**src/rtl/extbus_arb_pkg.sv**
```systemverilog
// Package: shared constants for the external bus arbiter.
// Assumes a 3-bit wait-state count; reset value is the slowest setting.
package extbus_arb_pkg;
    localparam int unsigned WS_WIDTH   = 3;
    localparam int unsigned WS_DEFAULT = 7;

    typedef enum logic {
        OWNER_CORE  = 1'b0,
        OWNER_OUTER = 1'b1
    } bus_owner_e;
endpackage

```
**src/rtl/extbus_ws_reg.sv**
```systemverilog
// Module: holds the programmable wait-state count.
// Assumes writes arrive as single-cycle strobes; writes during reset are dropped.
module extbus_ws_reg #(
    parameter int unsigned WS_W   = 3,
    parameter int unsigned WS_RST = 7
) (
    input  logic            clk,
    input  logic            rst_n,
    input  logic            wr_i,
    input  logic [WS_W-1:0] data_i,
    output logic [WS_W-1:0] ws_o
);
    localparam logic [WS_W-1:0] RST_VAL = WS_RST[WS_W-1:0];

    logic [WS_W-1:0] ws_q;

    // Purpose: load the count on a write, restore the slowest setting in reset.
    always_ff @(posedge clk) begin
        if (!rst_n) begin
            ws_q <= RST_VAL;
        end else if (wr_i) begin
            ws_q <= data_i;
        end
    end

    assign ws_o = ws_q;
endmodule

```
**src/rtl/extbus_acc_timer.sv**
```systemverilog
// Module: times one external access of (wait count + 1) cycles.
// Assumes start_i is only raised while no access is active.
module extbus_acc_timer #(
    parameter int unsigned WS_W = 3
) (
    input  logic            clk,
    input  logic            rst_n,
    input  logic            start_i,
    input  logic [WS_W-1:0] ws_i,
    output logic            busy_o,
    output logic            done_o
);
    logic            busy_q;
    logic [WS_W-1:0] cnt_q;

    // Purpose: load the remaining-wait counter on start, count down, end on zero.
    always_ff @(posedge clk) begin
        if (!rst_n) begin
            busy_q <= 1'b0;
            cnt_q  <= '0;
        end else if (start_i) begin
            busy_q <= 1'b1;
            cnt_q  <= ws_i;
        end else if (busy_q && cnt_q == '0) begin
            busy_q <= 1'b0;
        end else if (busy_q) begin
            cnt_q <= cnt_q - 1'b1;
        end
    end

    assign busy_o = busy_q;
    assign done_o = busy_q && (cnt_q == '0);

    // a started access holds the wait count that was presented at start
    a_r4_load_count: assert property (@(posedge clk) disable iff (!rst_n)
        start_i |=> (busy_q && cnt_q == $past(ws_i)));

    // an access that has wait cycles left keeps going and counts down by one
    a_r4_count_down: assert property (@(posedge clk) disable iff (!rst_n)
        (busy_q && cnt_q != '0 && !start_i) |=> (busy_q && cnt_q == $past(cnt_q) - 1'b1));
endmodule

```
**src/rtl/extbus_hang_track.sv**
```systemverilog
// Module: remembers a core access that was blocked by a granted bus.
// Assumes the core holds its need until the blocked access completes.
module extbus_hang_track (
    input  logic clk,
    input  logic rst_n,
    input  logic granted_i,
    input  logic need_i,
    input  logic done_i,
    output logic hang_o
);
    logic pend_q;
    logic blocked;

    assign blocked = granted_i && need_i;

    // Purpose: set on a blocked need, clear once the pending access completes.
    always_ff @(posedge clk) begin
        if (!rst_n) begin
            pend_q <= 1'b0;
        end else if (blocked) begin
            pend_q <= 1'b1;
        end else if (done_i) begin
            pend_q <= 1'b0;
        end
    end

    assign hang_o = pend_q || blocked;

    // a blocked need keeps hang raised into the following cycle
    a_r7_hang_held: assert property (@(posedge clk) disable iff (!rst_n)
        blocked |=> hang_o);

    // hang drops right after the pending access finishes if nothing blocks
    a_r7_hang_cleared: assert property (@(posedge clk) disable iff (!rst_n)
        (done_i && !blocked) |=> (hang_o == (granted_i && need_i)));
endmodule

```
**src/rtl/extbus_arbiter.sv**
```systemverilog
// Module: top of the external bus arbiter. Grants the bus to an outside
// master between core accesses, halts the core (or only stalls it in the
// keep-running mode), gates the bus drivers and flags stalled accesses.
// Assumes bus_req_i and ext_need_i are synchronous to clk.
module extbus_arbiter
    import extbus_arb_pkg::*;
#(
    parameter int unsigned WS_W   = WS_WIDTH,
    parameter int unsigned WS_RST = WS_DEFAULT
) (
    input  logic            clk,
    input  logic            rst_n,
    input  logic            bus_req_i,
    input  logic            ext_need_i,
    input  logic            go_mode_i,
    input  logic            ws_wr_i,
    input  logic [WS_W-1:0] ws_data_i,
    output logic            grant_o,
    output logic            hang_o,
    output logic            halt_o,
    output logic            drive_en_o,
    output logic            acc_active_o,
    output logic            acc_done_o
);
    bus_owner_e      owner_q;
    bus_owner_e      owner_d;
    logic            start;
    logic            busy;
    logic            done;
    logic            granted;
    logic [WS_W-1:0] ws_cur;

    extbus_ws_reg #(.WS_W(WS_W), .WS_RST(WS_RST)) i_ws (
        .clk    (clk),
        .rst_n  (rst_n),
        .wr_i   (ws_wr_i),
        .data_i (ws_data_i),
        .ws_o   (ws_cur)
    );

    extbus_acc_timer #(.WS_W(WS_W)) i_timer (
        .clk     (clk),
        .rst_n   (rst_n),
        .start_i (start),
        .ws_i    (ws_cur),
        .busy_o  (busy),
        .done_o  (done)
    );

    assign granted = (owner_q == OWNER_OUTER);

    extbus_hang_track i_hang (
        .clk       (clk),
        .rst_n     (rst_n),
        .granted_i (granted),
        .need_i    (ext_need_i),
        .done_i    (done),
        .hang_o    (hang_o)
    );

    // Purpose: pick the next owner and decide whether a core access starts.
    always_comb begin
        owner_d = owner_q;
        start   = 1'b0;
        if (!rst_n) begin
            owner_d = bus_req_i ? OWNER_OUTER : OWNER_CORE;
        end else if (granted) begin
            if (!bus_req_i) begin
                owner_d = OWNER_CORE;
                start   = ext_need_i;
            end
        end else if (busy) begin
            if (done && bus_req_i) begin
                owner_d = OWNER_OUTER;
            end
        end else if (bus_req_i) begin
            owner_d = OWNER_OUTER;
        end else begin
            start = ext_need_i;
        end
    end

    // Purpose: register the bus owner.
    always_ff @(posedge clk) begin
        owner_q <= owner_d;
    end

    assign grant_o      = granted;
    assign drive_en_o   = !granted;
    assign halt_o       = granted && (!go_mode_i || ext_need_i);
    assign acc_active_o = busy;
    assign acc_done_o   = done;

    // the bus is never lent out while a core access is running
    a_r9_no_grant_in_access: assert property (@(posedge clk) disable iff (!rst_n)
        !(grant_o && acc_active_o));

    // an idle core hands the bus over in the very next cycle
    a_r2_idle_grant: assert property (@(posedge clk) disable iff (!rst_n)
        (!grant_o && !acc_active_o && bus_req_i) |=> (grant_o && !drive_en_o));

    // a request during an access is granted right after the last access cycle
    a_r3_grant_after_done: assert property (@(posedge clk) disable iff (!rst_n)
        (acc_done_o && bus_req_i) |=> grant_o);

    // no grant appears while an unfinished access is still running
    a_r3_defer: assert property (@(posedge clk) disable iff (!rst_n)
        (acc_active_o && !acc_done_o) |=> !grant_o);

    // release returns the drivers and starts a waiting access at once
    a_r8_release: assert property (@(posedge clk) disable iff (!rst_n)
        (grant_o && !bus_req_i) |=> (!grant_o && drive_en_o && (acc_active_o == $past(ext_need_i))));

    // in keep-running mode the core is only stopped for a blocked need
    a_r6_go_halt: assert property (@(posedge clk) disable iff (!rst_n)
        (go_mode_i && halt_o) |-> (grant_o && ext_need_i));
endmodule

```
**config.mk**
```make
export PLATFORM = sky130hd
export DESIGN_NAME = extbus_arbiter
export DESIGN_NICKNAME = d
export VERILOG_FILES = /design/src/rtl/extbus_arb_pkg.sv /design/src/rtl/extbus_ws_reg.sv /design/src/rtl/extbus_acc_timer.sv /design/src/rtl/extbus_hang_track.sv /design/src/rtl/extbus_arbiter.sv
export SDC_FILE = /design/constraint.sdc
export NUM_CORES = 1
export LEC_CHECK = 0
export CORE_AREA = 2 2 39 41
export CTS_CLUSTER_DIAMETER = 200
export CTS_CLUSTER_SIZE = 12
export DETAILED_ROUTE_END_ITERATION = 7
export DIE_AREA = 0 0 41 43
export DONT_BUFFER_PORTS = 1
export RECOVER_POWER = 100
export REMOVE_ABC_BUFFERS = 1
export SLEW_MARGIN = 20
export SYNTH_ARGS = -nofsm -noshare
export SYNTH_HDL_FRONTEND = slang
export SYNTH_SLANG_ARGS = --single-unit
```
**constraint.sdc**
```tcl
create_clock -name clk -period 1.65 [get_ports clk]
set_clock_uncertainty 0.2 [all_clocks]
set_input_delay 0.165 -clock clk [delete_from_list [all_inputs] [get_ports clk]]
set_output_delay 0.165 -clock clk [all_outputs]
set_load 0.03 [all_outputs]
```
==> Yosys cells after proc, flatten, opt, wreduce, memory -nomap -nowiden <==
Index checks and enable logic that the tools add are counted.
{ "word_totals": {"ff_bits": 9, "output_inout_bits": 6} }
{ "op_classes": {"addsub": 1, "eq_ne": 1, "reduce_logical": 13, "muxes": 15} }
{ "op_table": {"columns": ["op", "n"], "rows": [
  ["2-to-1 mux 1 bit", 12],
  ["2-to-1 mux 3 bit", 3],
  ["nonzero test 2 bit", 3],
  ["logical AND 1 bit", 4],
  ["zero test 3 bit", 1],
  ["subtractor 3 x 1 -> 3 bit (second input constant)", 1],
  ["zero test 1 bit", 2],
  ["logical OR 1 bit", 2],
  ["!= test 2 x 1 -> 1 bit (second input constant)", 1],
  ["AND reduction 2 bit", 1]
]} }

==> Longest topological paths before layout <==
{ "logic_depth": {"ltp_word": 7, "mapped_depth": 6, "ltp_nobuf": 5} }

==> Modules after synthesis <==
From an unflattened synthesis, not the netlist that was laid out.
{ "unflattened": {"cells_unflattened": 51, "hier_area_um2": 449.2} }
{ "modules_own_cells": {"columns": ["mod", "instances", "area_each_um2", "cells_per_inst"], "rows": [
  ["extbus_acc_timer", 1, 239.0, 28],
  ["extbus_ws_reg", 1, 101.3, 9],
  ["extbus_arbiter", 1, 65.1, 9],
  ["extbus_hang_track", 1, 43.8, 5]
]} }

==> Worst setup path after synthesis <==
Ideal clock, no wire load.
{ "synth_timing": {"path_type": "register to output", "startpoint": "register owner_q, in the netlist grant_o", "endpoint": "output port halt_o", "setup_slack_ps": -29, "n_path_buf": 0, "stages_incl_launch_ff": 3, "t_arrival_ps": 1314, "path_cell_list": "dfxtp_1 inv_1 a21oi_1"} }
{ "synth_between": {"elab_chain_cells": 1} }
{ "synth_rtl": {"columns": ["element", "line_no", "rtl"], "rows": [
  ["from (decl)", "extbus_arbiter.sv:25", "bus_owner_e owner_q;"],
  ["from (signal assigned)", "extbus_arbiter.sv:85", "owner_q <= owner_d;"],
  ["logical AND 1 bit", "extbus_arbiter.sv:90", "assign halt_o = granted && (!go_mode_i || ext_need_i);"],
  ["to (decl)", "extbus_arbiter.sv:20", "output logic halt_o,"]
]} }
Every way passes these cells.

==> Final worst setup path <==
{ "layout_timing": {"startpoint": "input port rst_n", "endpoint": "register i_ws.ws_q[2], in the netlist i_ws.ws_o[2]"} }
{ "layout_lines": {"columns": ["element", "line_no", "rtl"], "rows": [
  ["from (decl)", "extbus_arbiter.sv:12", "input logic rst_n,"],
  ["to (signal assigned)", "extbus_ws_reg.sv:22", "ws_q <= data_i;"],
  ["to (decl)", "extbus_ws_reg.sv:15", "logic [WS_W-1:0] ws_q;"]
]} }
No word-level cell between the ends.

==> summary.txt <==
Logic synthesis
  – Register area share after synthesis: between 30 and 40%
  – Synth warn: 0
  – Most common cell in the synthesized netlist: dfxtp_1
  – Unique masters post-synth: 24
  – Async SR Flop Fraction: 0%
  – Syn Area/Cell: between 8 and 9 um2
  – Post-synth design cell area: 465 um2
  – Post-synth EDFFs: 0
  – Yosys top cell by area: dfxtp_1
  – Largest cells by area after synthesis: dfxtp_1 39%, inv_1 6.5%, ha_1 5.4%
  – Main flop type after synthesis: dfxtp_1
  – Mapped Cells: between 50 and 60
  – Synth cell count leaders: 9 x dfxtp_1, 8 x inv_1, 6 x nand2_1
  – Synth Register Bits: 9
  – Post-synth top area share: between 30% and 40%

Setup path
  – Critical path data arrival time: 1540 ps
  – CP max stage delay: ~680 ps
  – Critical path's top delay family: buffers and inverters
  – Critical path peak fanout: 7
  – Stages on the worst setup path: 3
  – Critical path's slowest cell: dlygate4sd3_1
  – Reg-to-reg endpoint: i_timer.cnt_q[2]$_SDFFE_PN0P_
  – Most used cell, CP: dlygate4sd3_1
  – Reg-to-reg startpoint: i_timer.cnt_q[1]$_SDFFE_PN0P_
  – Worst setup path end: i_ws.ws_o[2]$_SDFFE_PN1P_
  – WP buf/inv: 2
  – Reg2reg setup slack: approximately 210 ps
  – CP Capture Type: register
  – Reg2Reg Depth: 5
  – Critical Path Source Type: input port
  – Crit-path cells: dlygate4sd3_1, o211ai_1, dlygate4sd3_1
  – Critical path class: in -> reg
  – CP required: 1590 ps
  – Worst Setup SP: rst_n

Route
  – Via density: approximately 4.9
  – WL/cell: approximately 12 um
  – Detailed-route via count: between 400 and 500
  – ANT nets after route: 0
  – DRC: 0
  – Initial DRC Count: 13
  – 1st-pass router iterations: 4
  – Total Wirelength: ~1000 um

Die
  – Row count: 14
  – Core region area: between 0.001 and 0.0015 mm2
  – Initial core utilization: between 30% and 40%
  – Die ar.: approximately 0.0018 mm2
  – I/O pins: 15
  – Die Y: between 40 and 50 um
  – Die X: about 41 um

Layout
  – Post-Layout Cell Count: 84
  – Final nets: 80
  – Share of post-route cells with drive strength above 1: about an eighth
  – Area growth syn-to-layout: 32.3%
  – Design Area, Final: approximately 600 um2
  – Antenna cell count: 0

Run status
  – Status: complete, no violations

STA
  – Tcrit/Tclk final: a little under 100%
  – Pins Over Slew Limit: 0
  – Final count of hold timing violations: 0
  – Final setup viols: 0
  – Total negative slack: 0 ps
  – Max Freq: 625 MHz
  – Fin crit period: 1600 ps
  – Worst slew margin: between 70% and 80%
  – RSZ-0062 raised after global routing: false
  – Final setup margin: a little over 50 ps
  – Hold slack: around 41 ps
  – Worst-Margin Slew: approximately 370 ps

Clock network
  – CTS root buf: clkbuf_4
  – H-tree depth: 1
  – Worst-Skew Late Latency: 260 ps
  – Clock-pin slew on the worst setup and hold paths: ~60 ps
  – CTS sink cnt: 9
  – Num CTS Buffers: 3
  – Setup bufs post-CTS: 0
  – CTS tree: yes
  – Max Root-Sink Buffers: 2

Place
  – Placer Congestion: 0.701
  – Pre-CTS WS: between 150 and 200 ps
  – Placed Instances: 72
  – Placed cell areas: between 500 and 600 um2
  – DP HPWL: 733 um
  – Port bufs: 0

Global routing
  – Largest net degree at the start of global routing: 12
  – Number of global-route vias before repair: about 390
  – Initial antenna violation count: 0
  – First-pass GRT wire length: between 1500 and 2000 um
  – All-Layer GR Usage: 13.8%
  – Overflow after GRT: 0

Run
  – Max-Cap Viols: 0

Hold path
  – Worst min path class: in -> reg

Power and ir drop
  – Pwr dens: between 800 and 900 mW/mm2
  – Leakage power: between 0.0002 and 0.0003 uW
  – Worst VDD drop: about 460 uV
## how the worst min path moves through the flow
stage               start                            end  slack, ps  depth (start not counted)
floorplan           rst_n      i_ws.ws_o[0]$_SDFFE_PN1P_         30                          1
global placement    rst_n      i_ws.ws_o[1]$_SDFFE_PN1P_         30                          1
detailed placement  rst_n      i_ws.ws_o[1]$_SDFFE_PN1P_         30                          1
CTS                 rst_n  i_timer.cnt_q[2]$_SDFFE_PN0P_         40                          2
global route        rst_n  i_timer.cnt_q[2]$_SDFFE_PN0P_         50                          2
finish              rst_n  i_timer.cnt_q[2]$_SDFFE_PN0P_         40                          2
## per-stage QoR
step	total power, uW	util (%)
after global routing	555	44.5
after global placement	331	36.3
after CTS	536	44.6
after floorplan	311	-
after detailed placement	334	36.3
final	531	44.5
## sequential cells by signal, indices dropped and copies added (netlist names)
register,count
grant_o,1
i_timer.cnt_q,3
i_timer.busy_o,1
i_hang.pend_q,1
i_ws.ws_o,3
## logic make-up (layout without fill, tap and decap cells)
family / after synthesis / count (layout) / share of synthesized area [%]
DFF: 9 / 9 / 38.7
AOI/OAI and AO/OA: 14 / 14 / 21.0
and+or+nand+nor: 16 / 16 / 19.9
adders and majority gates: 2 / 2 / 5.38
muxes: 2 / 2 / 4.30
buffers and inverters: 11 / 25 / 10.8
## final cells by class
cell class                 count  area [um2]
fill                         132         768
multi-input combinational     34         255
sequential                     9         180
timing repair buffer          13         104
inverter                       8        30.0
clock buffer                   4        26.3
tap                           16        20.0
## where the power goes
group	internal [uW]	leakage, uW	switching, uW
clock network	93.3	0.0000150	80.5
logic	53.2	0.000184	62.8
registers	232	0.0000745	9.57
total	378	0.000274	153
## placed cells by master (no fill, tap or decap), types with 2 or more instances in the layout
cell type	instances
a21o_1	2
a21oi_1	3
a31oi_1	2
clkbuf_1	4
clkbuf_4	3
dfxtp_1	9
dlygate4sd3_1	8
inv_1	8
mux2i_1	2
nand2_1	6
nand2b_1	2
nand3_1	2
## per-layer routing
| layer | vias up | global-route usage (%) | part of all wire, % |
|---|---|---|---|
| li1 | 215 | - | - |
| met1 | 186 | 17.4 | 47 |
| met2 | 14 | 20.3 | 48 |
| met3 | 0 | 5.24 | 4.5 |
| met5 | - | 0 | 0 |
| met4 | 0 | 6.00 | 0 |
## worst reg2reg max path, stage by stage (launching register included)
cell      delay (ps)
dfxtp_1          330
inv_1             80
ha_4             180
and4bb_1         270
a211oi_1          50
a311oi_1         240
## what timing repair did
action / CTS / global route
setup endpoints to repair: 1 / 1
hold buffers: 8 / 0
gates resized for setup: 1 / 2
pin swaps: 0 / 1
endpoints found under the hold margin: 9 / 0
Note: power is estimated with default switching activity, not from simulation.
